$ cat src/rtl/spb_pkg.sv
package spb_pkg;
    typedef enum logic [1:0] {
        ST_IDLE    = 2'd0,
        ST_LVL1    = 2'd1,
        ST_LVL2    = 2'd2,
        ST_RECOVER = 2'd3
    } spb_state_e;
endpackage

$ cat src/rtl/spb_rec_queue.sv
// Age-ordered store of open-branch records; slot 0 is the oldest.
module spb_rec_queue #(
    parameter int AW = 32,
    parameter int IW = 3
) (
    input  logic          clk,
    input  logic          rst_n,
    input  logic          pop,
    input  logic          clear,
    input  logic          push,
    input  logic          push_pred,
    input  logic [AW-1:0] push_addr,
    input  logic [IW-1:0] push_idx,
    output logic          head_pred,
    output logic [AW-1:0] head_addr,
    output logic [IW-1:0] head_idx,
    output logic [IW-1:0] next_idx
);
    localparam int NREC = 2;

    logic          v_q    [NREC];
    logic          pred_q [NREC];
    logic [AW-1:0] addr_q [NREC];
    logic [IW-1:0] idx_q  [NREC];
    logic          v_d    [NREC];
    logic          pred_d [NREC];
    logic [AW-1:0] addr_d [NREC];
    logic [IW-1:0] idx_d  [NREC];

    always_comb begin
        logic placed;
        placed = 1'b0;
        for (int i = 0; i < NREC; i++) begin
            v_d[i]    = v_q[i];
            pred_d[i] = pred_q[i];
            addr_d[i] = addr_q[i];
            idx_d[i]  = idx_q[i];
        end
        if (clear) begin
            for (int i = 0; i < NREC; i++) v_d[i] = 1'b0;
        end else begin
            // resolution is applied before the new record is placed
            if (pop) begin
                for (int i = 0; i < NREC - 1; i++) begin
                    v_d[i]    = v_q[i+1];
                    pred_d[i] = pred_q[i+1];
                    addr_d[i] = addr_q[i+1];
                    idx_d[i]  = idx_q[i+1];
                end
                v_d[NREC-1] = 1'b0;
            end
            if (push) begin
                for (int i = 0; i < NREC; i++) begin
                    if (!placed && !v_d[i]) begin
                        v_d[i]    = 1'b1;
                        pred_d[i] = push_pred;
                        addr_d[i] = push_addr;
                        idx_d[i]  = push_idx;
                        placed    = 1'b1;
                    end
                end
            end
        end
    end

    always_ff @(posedge clk or negedge rst_n) begin
        if (!rst_n) begin
            for (int i = 0; i < NREC; i++) begin
                v_q[i]    <= 1'b0;
                pred_q[i] <= 1'b0;
                addr_q[i] <= '0;
                idx_q[i]  <= '0;
            end
        end else begin
            for (int i = 0; i < NREC; i++) begin
                v_q[i]    <= v_d[i];
                pred_q[i] <= pred_d[i];
                addr_q[i] <= addr_d[i];
                idx_q[i]  <= idx_d[i];
            end
        end
    end

    assign head_pred = pred_q[0];
    assign head_addr = addr_q[0];
    assign head_idx  = idx_q[0];
    assign next_idx  = idx_q[1];
endmodule

$ cat src/rtl/spb_fsm.sv
// Speculation-level state machine: decides stall, push, pop and flush.
module spb_fsm
    import spb_pkg::*;
(
    input  logic       clk,
    input  logic       rst_n,
    input  logic       br_disp_valid,
    input  logic       rslv_valid,
    input  logic       rslv_mispred,
    input  logic       cq_full,
    output spb_state_e state_q,
    output logic       q_pop,
    output logic       q_clear,
    output logic       q_push,
    output logic       flush_cap,
    output logic       disp_stall
);
    spb_state_e state_d;
    logic       open_lvl;
    logic       res_ok;
    logic       res_bad;

    always_comb begin
        open_lvl = (state_q == ST_LVL1) || (state_q == ST_LVL2);
        res_ok   = open_lvl && rslv_valid && !rslv_mispred;
        res_bad  = open_lvl && rslv_valid && rslv_mispred;
    end

    // output process
    always_comb begin
        disp_stall = cq_full;
        unique case (state_q)
            ST_IDLE:    disp_stall = cq_full;
            ST_LVL1:    disp_stall = cq_full;
            ST_LVL2:    disp_stall = cq_full || !res_ok;
            ST_RECOVER: disp_stall = 1'b1;
        endcase
        q_push    = br_disp_valid && !disp_stall && !res_bad;
        q_pop     = res_ok;
        q_clear   = res_bad;
        flush_cap = res_bad;
    end

    // next-state process
    always_comb begin
        state_d = state_q;
        unique case (state_q)
            ST_IDLE: begin
                if (q_push) state_d = ST_LVL1;
            end
            ST_LVL1: begin
                if (res_bad)      state_d = ST_RECOVER;
                else if (res_ok)  state_d = q_push ? ST_LVL1 : ST_IDLE;
                else if (q_push)  state_d = ST_LVL2;
            end
            ST_LVL2: begin
                if (res_bad)      state_d = ST_RECOVER;
                else if (res_ok)  state_d = q_push ? ST_LVL2 : ST_LVL1;
            end
            ST_RECOVER: state_d = ST_IDLE;
        endcase
    end

    // state register
    always_ff @(posedge clk or negedge rst_n) begin
        if (!rst_n) state_q <= ST_IDLE;
        else        state_q <= state_d;
    end
endmodule

$ cat src/rtl/spb_flush_reg.sv
// Holds the flush boundary and restart address captured at a misprediction.
module spb_flush_reg #(
    parameter int AW = 32,
    parameter int IW = 3
) (
    input  logic          clk,
    input  logic          rst_n,
    input  logic          cap,
    input  logic [IW-1:0] cap_idx,
    input  logic [AW-1:0] cap_addr,
    output logic [IW-1:0] flush_cq_idx,
    output logic [AW-1:0] redirect_addr
);
    always_ff @(posedge clk or negedge rst_n) begin
        if (!rst_n) begin
            flush_cq_idx  <= '0;
            redirect_addr <= '0;
        end else if (cap) begin
            flush_cq_idx  <= cap_idx;
            redirect_addr <= cap_addr;
        end
    end
endmodule

$ cat src/rtl/spb_tracker.sv
module spb_tracker
    import spb_pkg::*;
#(
    parameter int AW = 32,
    parameter int IW = 3
) (
    input  logic          clk,
    input  logic          rst_n,
    input  logic          br_disp_valid,
    input  logic          br_disp_pred_taken,
    input  logic [AW-1:0] br_disp_alt_addr,
    input  logic [IW-1:0] br_disp_cq_idx,
    input  logic          rslv_valid,
    input  logic          rslv_mispred,
    input  logic          cq_full,
    output logic          disp_stall,
    output logic [1:0]    spec_depth,
    output logic          path_may_exec,
    output logic          fetch_only,
    output logic          cmpl_block,
    output logic [IW-1:0] cmpl_bound_idx,
    output logic [IW-1:0] fetch_bound_idx,
    output logic          head_pred_taken,
    output logic          flush_valid,
    output logic [IW-1:0] flush_cq_idx,
    output logic [AW-1:0] redirect_addr
);
    spb_state_e    state_q;
    logic          q_pop, q_clear, q_push, flush_cap;
    logic          hd_pred;
    logic [AW-1:0] hd_addr;
    logic [IW-1:0] hd_idx, nx_idx;

    spb_fsm u_fsm (
        .clk          (clk),
        .rst_n        (rst_n),
        .br_disp_valid(br_disp_valid),
        .rslv_valid   (rslv_valid),
        .rslv_mispred (rslv_mispred),
        .cq_full      (cq_full),
        .state_q      (state_q),
        .q_pop        (q_pop),
        .q_clear      (q_clear),
        .q_push       (q_push),
        .flush_cap    (flush_cap),
        .disp_stall   (disp_stall)
    );

    spb_rec_queue #(.AW(AW), .IW(IW)) u_recs (
        .clk      (clk),
        .rst_n    (rst_n),
        .pop      (q_pop),
        .clear    (q_clear),
        .push     (q_push),
        .push_pred(br_disp_pred_taken),
        .push_addr(br_disp_alt_addr),
        .push_idx (br_disp_cq_idx),
        .head_pred(hd_pred),
        .head_addr(hd_addr),
        .head_idx (hd_idx),
        .next_idx (nx_idx)
    );

    spb_flush_reg #(.AW(AW), .IW(IW)) u_flush (
        .clk          (clk),
        .rst_n        (rst_n),
        .cap          (flush_cap),
        .cap_idx      (hd_idx),
        .cap_addr     (hd_addr),
        .flush_cq_idx (flush_cq_idx),
        .redirect_addr(redirect_addr)
    );

    // permissions per speculation level
    always_comb begin
        spec_depth    = 2'd0;
        path_may_exec = 1'b1;
        fetch_only    = 1'b0;
        cmpl_block    = 1'b0;
        flush_valid   = 1'b0;
        unique case (state_q)
            ST_IDLE: begin
                spec_depth = 2'd0;
            end
            ST_LVL1: begin
                spec_depth = 2'd1;
                cmpl_block = 1'b1;
            end
            ST_LVL2: begin
                spec_depth    = 2'd2;
                cmpl_block    = 1'b1;
                fetch_only    = 1'b1;
                path_may_exec = 1'b0;
            end
            ST_RECOVER: begin
                path_may_exec = 1'b0;
                flush_valid   = 1'b1;
            end
        endcase
        cmpl_bound_idx  = hd_idx;
        fetch_bound_idx = nx_idx;
        head_pred_taken = hd_pred && cmpl_block;
    end
endmodule

$ cat config.mk
export PLATFORM = sky130hd
export DESIGN_NAME = spb_tracker
export DESIGN_NICKNAME = d
export VERILOG_FILES = /design/src/rtl/spb_pkg.sv /design/src/rtl/spb_rec_queue.sv /design/src/rtl/spb_fsm.sv /design/src/rtl/spb_flush_reg.sv /design/src/rtl/spb_tracker.sv
export SDC_FILE = /design/constraint.sdc
export NUM_CORES = 1
export LEC_CHECK = 0
export BUFFER_PORTS_ARGS = -buffer_cell sky130_fd_sc_hd__buf_2
export CAP_MARGIN = 30
export CORE_ASPECT_RATIO = 0.6
export CORE_UTILIZATION = 45
export CTS_CLUSTER_DIAMETER = 100
export DETAILED_ROUTE_END_ITERATION = 8
export PLACE_DENSITY = 0.65
export SETUP_SLACK_MARGIN = 0.1
export SLEW_MARGIN = 20
export SYNTH_ARGS = -nofsm -noshare
export SYNTH_HDL_FRONTEND = slang
export SYNTH_SLANG_ARGS = --single-unit
$ cat constraint.sdc
create_clock -name clk -period 5.7 [get_ports clk]
set_input_delay 1.425 -clock clk [delete_from_list [all_inputs] [get_ports clk]]
set_output_delay 1.425 -clock clk [all_outputs]
set_load 0.005 [all_outputs]
==> flow_metrics.py <==
metrics = {
    "outcome": {
        "status": "finished clean",
    },
    "yosys": {
        "synth_xor_area_share_pct": 0,
        "ys.flop_type": "dfrtp_1",
        "synth.area.top_cells": "dfrtp_1 59%, mux2_4 9.5%, mux2_2 8.3%",
        "synth-simple-area-share_pct": 8.59,
        "synth_adder_area_share_pct": 1.32,
        "ys_warn_count": 0,
        "synthCells": 357,
        "yosysUniqueCellTypes": 38,
        "ys_ff_latch": 111,
        "syn_area_per_cell_sq_um": 13.3,
        "synth_compound_area_share_pct": 8.99,
        "syn_area_sq_um": 4730,
        "synth_top_family_by_area": "multiplexers",
        "synthMuxAreaShare_pct": 19.7,
        "synth_nets": 404,
        "synth_edf_count": 0,
        "synthArstFlopShare_pct": 100,
        "yosysSeqAreaShare_pct": 58.7,
        "synth_top_area_cell": "dfrtp_1",
        "synth_top_cell_area_share_pct": 58.7,
    },
    "timing": {
        "slew_viol_final": 0,
        "final_period_minus_worst_setup_slack_ns": 3.80,
        "slew_headroom_pct": 36.4,
        "hold_violations": 0,
        "max_freq_mhz": 263,
        "rsz0062_at_grt": "no",
        "skew_ns": 0.0100,
        "tns_ns": 0,
        "setup_viol": 0,
        "worstMarginPinSlew_ns": 0.955,
        "period_share_pct": 66.7,
        "worst_slack_ns": 1.90,
    },
    "placed_design": {
        "hpwl_um": 6480,
        "dp_slack_ns": 1.90,
        "routabilityCongestion": 0.864,
        "io_buffers": 90,
    },
    "power": {
        "power_switching_w": 0.000976,
        "netSwitchingFraction_pct": 31.9,
        "combPwrFrac_pct": 35.5,
        "p_per_area_nw_per_um2": 545,
        "power.leakage_nw": 2.89,
        "pwr-share-clk_pct": 19.3,
        "irDropWorstVdd_mv": 0.218,
        "p_int_w": 0.00209,
        "p_seq_share_pct": 45.1,
    },
    "cells_and_area": {
        "fillers": 883,
        "multi_input_area_sq_um": 1840,
        "drive_above_1_share_pct": 40.7,
        "antenna_cells": 0,
        "ff_latch_area_sq_um": 2780,
        "nets": 490,
        "area_growth_pct": 18.7,
        "mostFrequentLayoutCells": "111 x dfrtp_1, 89 x buf_2, 73 x nand2_1",
        "final_common_cell": "dfrtp_1",
    },
    "global_routing": {
        "grt_usage_pct": 19.2,
        "grt_first_pass_wirelength_um": 15900,
        "overflow": 0,
        "grt_antenna_before_repair": 1,
        "grt_max_degree": 58,
        "grt_pass1_vias": 3052,
    },
    "worst_setup_path": {
        "worstPathRequired_ns": 4.28,
        "cp-end-kind": "output port",
        "critPathMaxFanout": 8,
        "cp-start-kind": "input pin",
        "arrival_ns": 2.38,
        "criticalPathCategory": "in -> out",
        "r2r_slack_ns": 2.70,
    },
    "clock_network": {
        "cts_resized": 0,
        "cts_tree": "yes",
        "cts_hold_buf": 0,
        "htreeDepth": 3,
        "numClockSinks": 111,
        "clk_latency_ns": 0.34,
        "clk_pin_slew_worst_paths_ns": 0.07,
        "numCtsBuffers": 9,
        "clockRootBuffer": "clkbuf_16",
        "clock_path_buffers": 2,
        "cts_setup_buffers": 0,
    },
    "floorplanning": {
        "core_area_sq_um": 10100,
        "die_h_um": 81.4,
        "die_w_um": 134,
        "row_count": 28,
        "io-pin-count": 91,
        "die_area_sq_um": 10900,
        "start_util_pct": 47.1,
    },
    "drt": {
        "totalWireLength_um": 9970,
        "dr.pass1.iters": 4,
        "detail_route.vias_per_cell": 5.30,
        "drt-initial-drc-count": 254,
        "route.detailed.drc": 0,
        "drtAntennaViolNets": 0,
        "vias": 3086,
        "wl_per_cell_um": 17.1,
    },
    "min_path": {
        "hold_class": "reg -> reg",
    },
    "job": {
        "drv_cap": 0,
    },
}
-- state kept, by name, indices dropped and copies added (netlist names) --
register and flops:
u_fsm.state_q 2, u_recs.head_idx 3, u_recs.next_idx 3, u_recs.addr_q 32, u_recs.v_q 2, u_recs.pred_q 1
u_flush.flush_cq_idx 3, u_recs.head_pred 1, u_recs.head_addr 32, u_flush.redirect_addr 32
-- worst paths after layout --
check	from	to	cells past startpoint
hold / removal	u_recs.head_addr[27]	u_recs.head_addr[27]	2
max in group asynchronous	rst_n	u_recs.head_addr[21]	2
min in group asynchronous	rst_n	u_recs.v_q[1]	1
hold reg to reg	u_recs.head_addr[27]	u_recs.head_addr[27]	2
setup reg to reg	u_fsm.state_q[0]	u_recs.addr_q[31]	7
setup / recovery	rslv_mispred	disp_stall	4
-- worst max-delay path: stages --
cell	delay (ns)
buf_2	0.14
nand3b_1	0.33
a211o_1	0.36
buf_2	0.12
-- power by group through the flow --
stage,sequential (W),clock [W],combinational (W)
after floorplan,0.00136,0,0.000720
final,0.00138,0.000591,0.00109
after global routing,0.00143,0.000644,0.00120
after detailed placement,0.00139,0,0.00109
after CTS,0.00138,0.000605,0.00109
after global placement,0.00138,0,0.00103
-- synthesized netlist by cell type, types with 2 or more instances --
master / count
inv_1: 4
a21oi_1: 4
mux2_1: 7
nand2_1: 73
buf_2: 9
mux2_4: 30
ha_1: 5
a211o_1: 2
buf_6: 3
dfrtp_1: 111
nor2_1: 3
nand3b_1: 2
a22oi_1: 35
clkbuf_1: 7
o21ai_1: 2
mux2_2: 35
o21ai_0: 3
o211ai_1: 2
-- layer usage --
| layer | wire, um | track usage (%) | part of all wire (%) |
|---|---|---|---|
| met1 | 5060 | 28.3 | 51 |
| met2 | 4180 | 27.8 | 42 |
| met3 | 622 | 5.86 | 6.2 |
| met4 | 92 | 4.16 | 0.92 |
| met5 | 13 | 0 | 0.13 |
-- kinds of logic (layout without fill, tap and decap cells) --
kind of cell,Yosys count,in the layout
AOI/OAI and AO/OA,56,56
adders and majority gates,5,5
buffers and inverters,24,114
DFF,111,111
muxes,73,73
and+or+nand+nor,88,88
-- layout make-up --
class,count,area share [%]
multi-input cells,222,32.8
inverters,4,0.267
clock buffers,13,4.63
flip-flops and latches,111,49.4
repair buffers,95,9.57
clock inverters,2,0.289
well taps,135,3.01
-- stage by stage --
step	instances	area [sq um]	total power, W	hold slack, ns	utilization, %
6_report	582	5620	0.00306	0.467	55.9
5_1_grt	582	5620	0.00328	0.495	55.9
4_1_cts	581	5590	0.00308	0.468	55.6
3_5_place_dp	566	5320	0.00248	0.454	52.9
3_3_place_gp	564	5270	0.00241	0.446	52.5
2_1_floorplan	357	4730	0.00208	0.431	-
(Power assumes the default switching activity.)
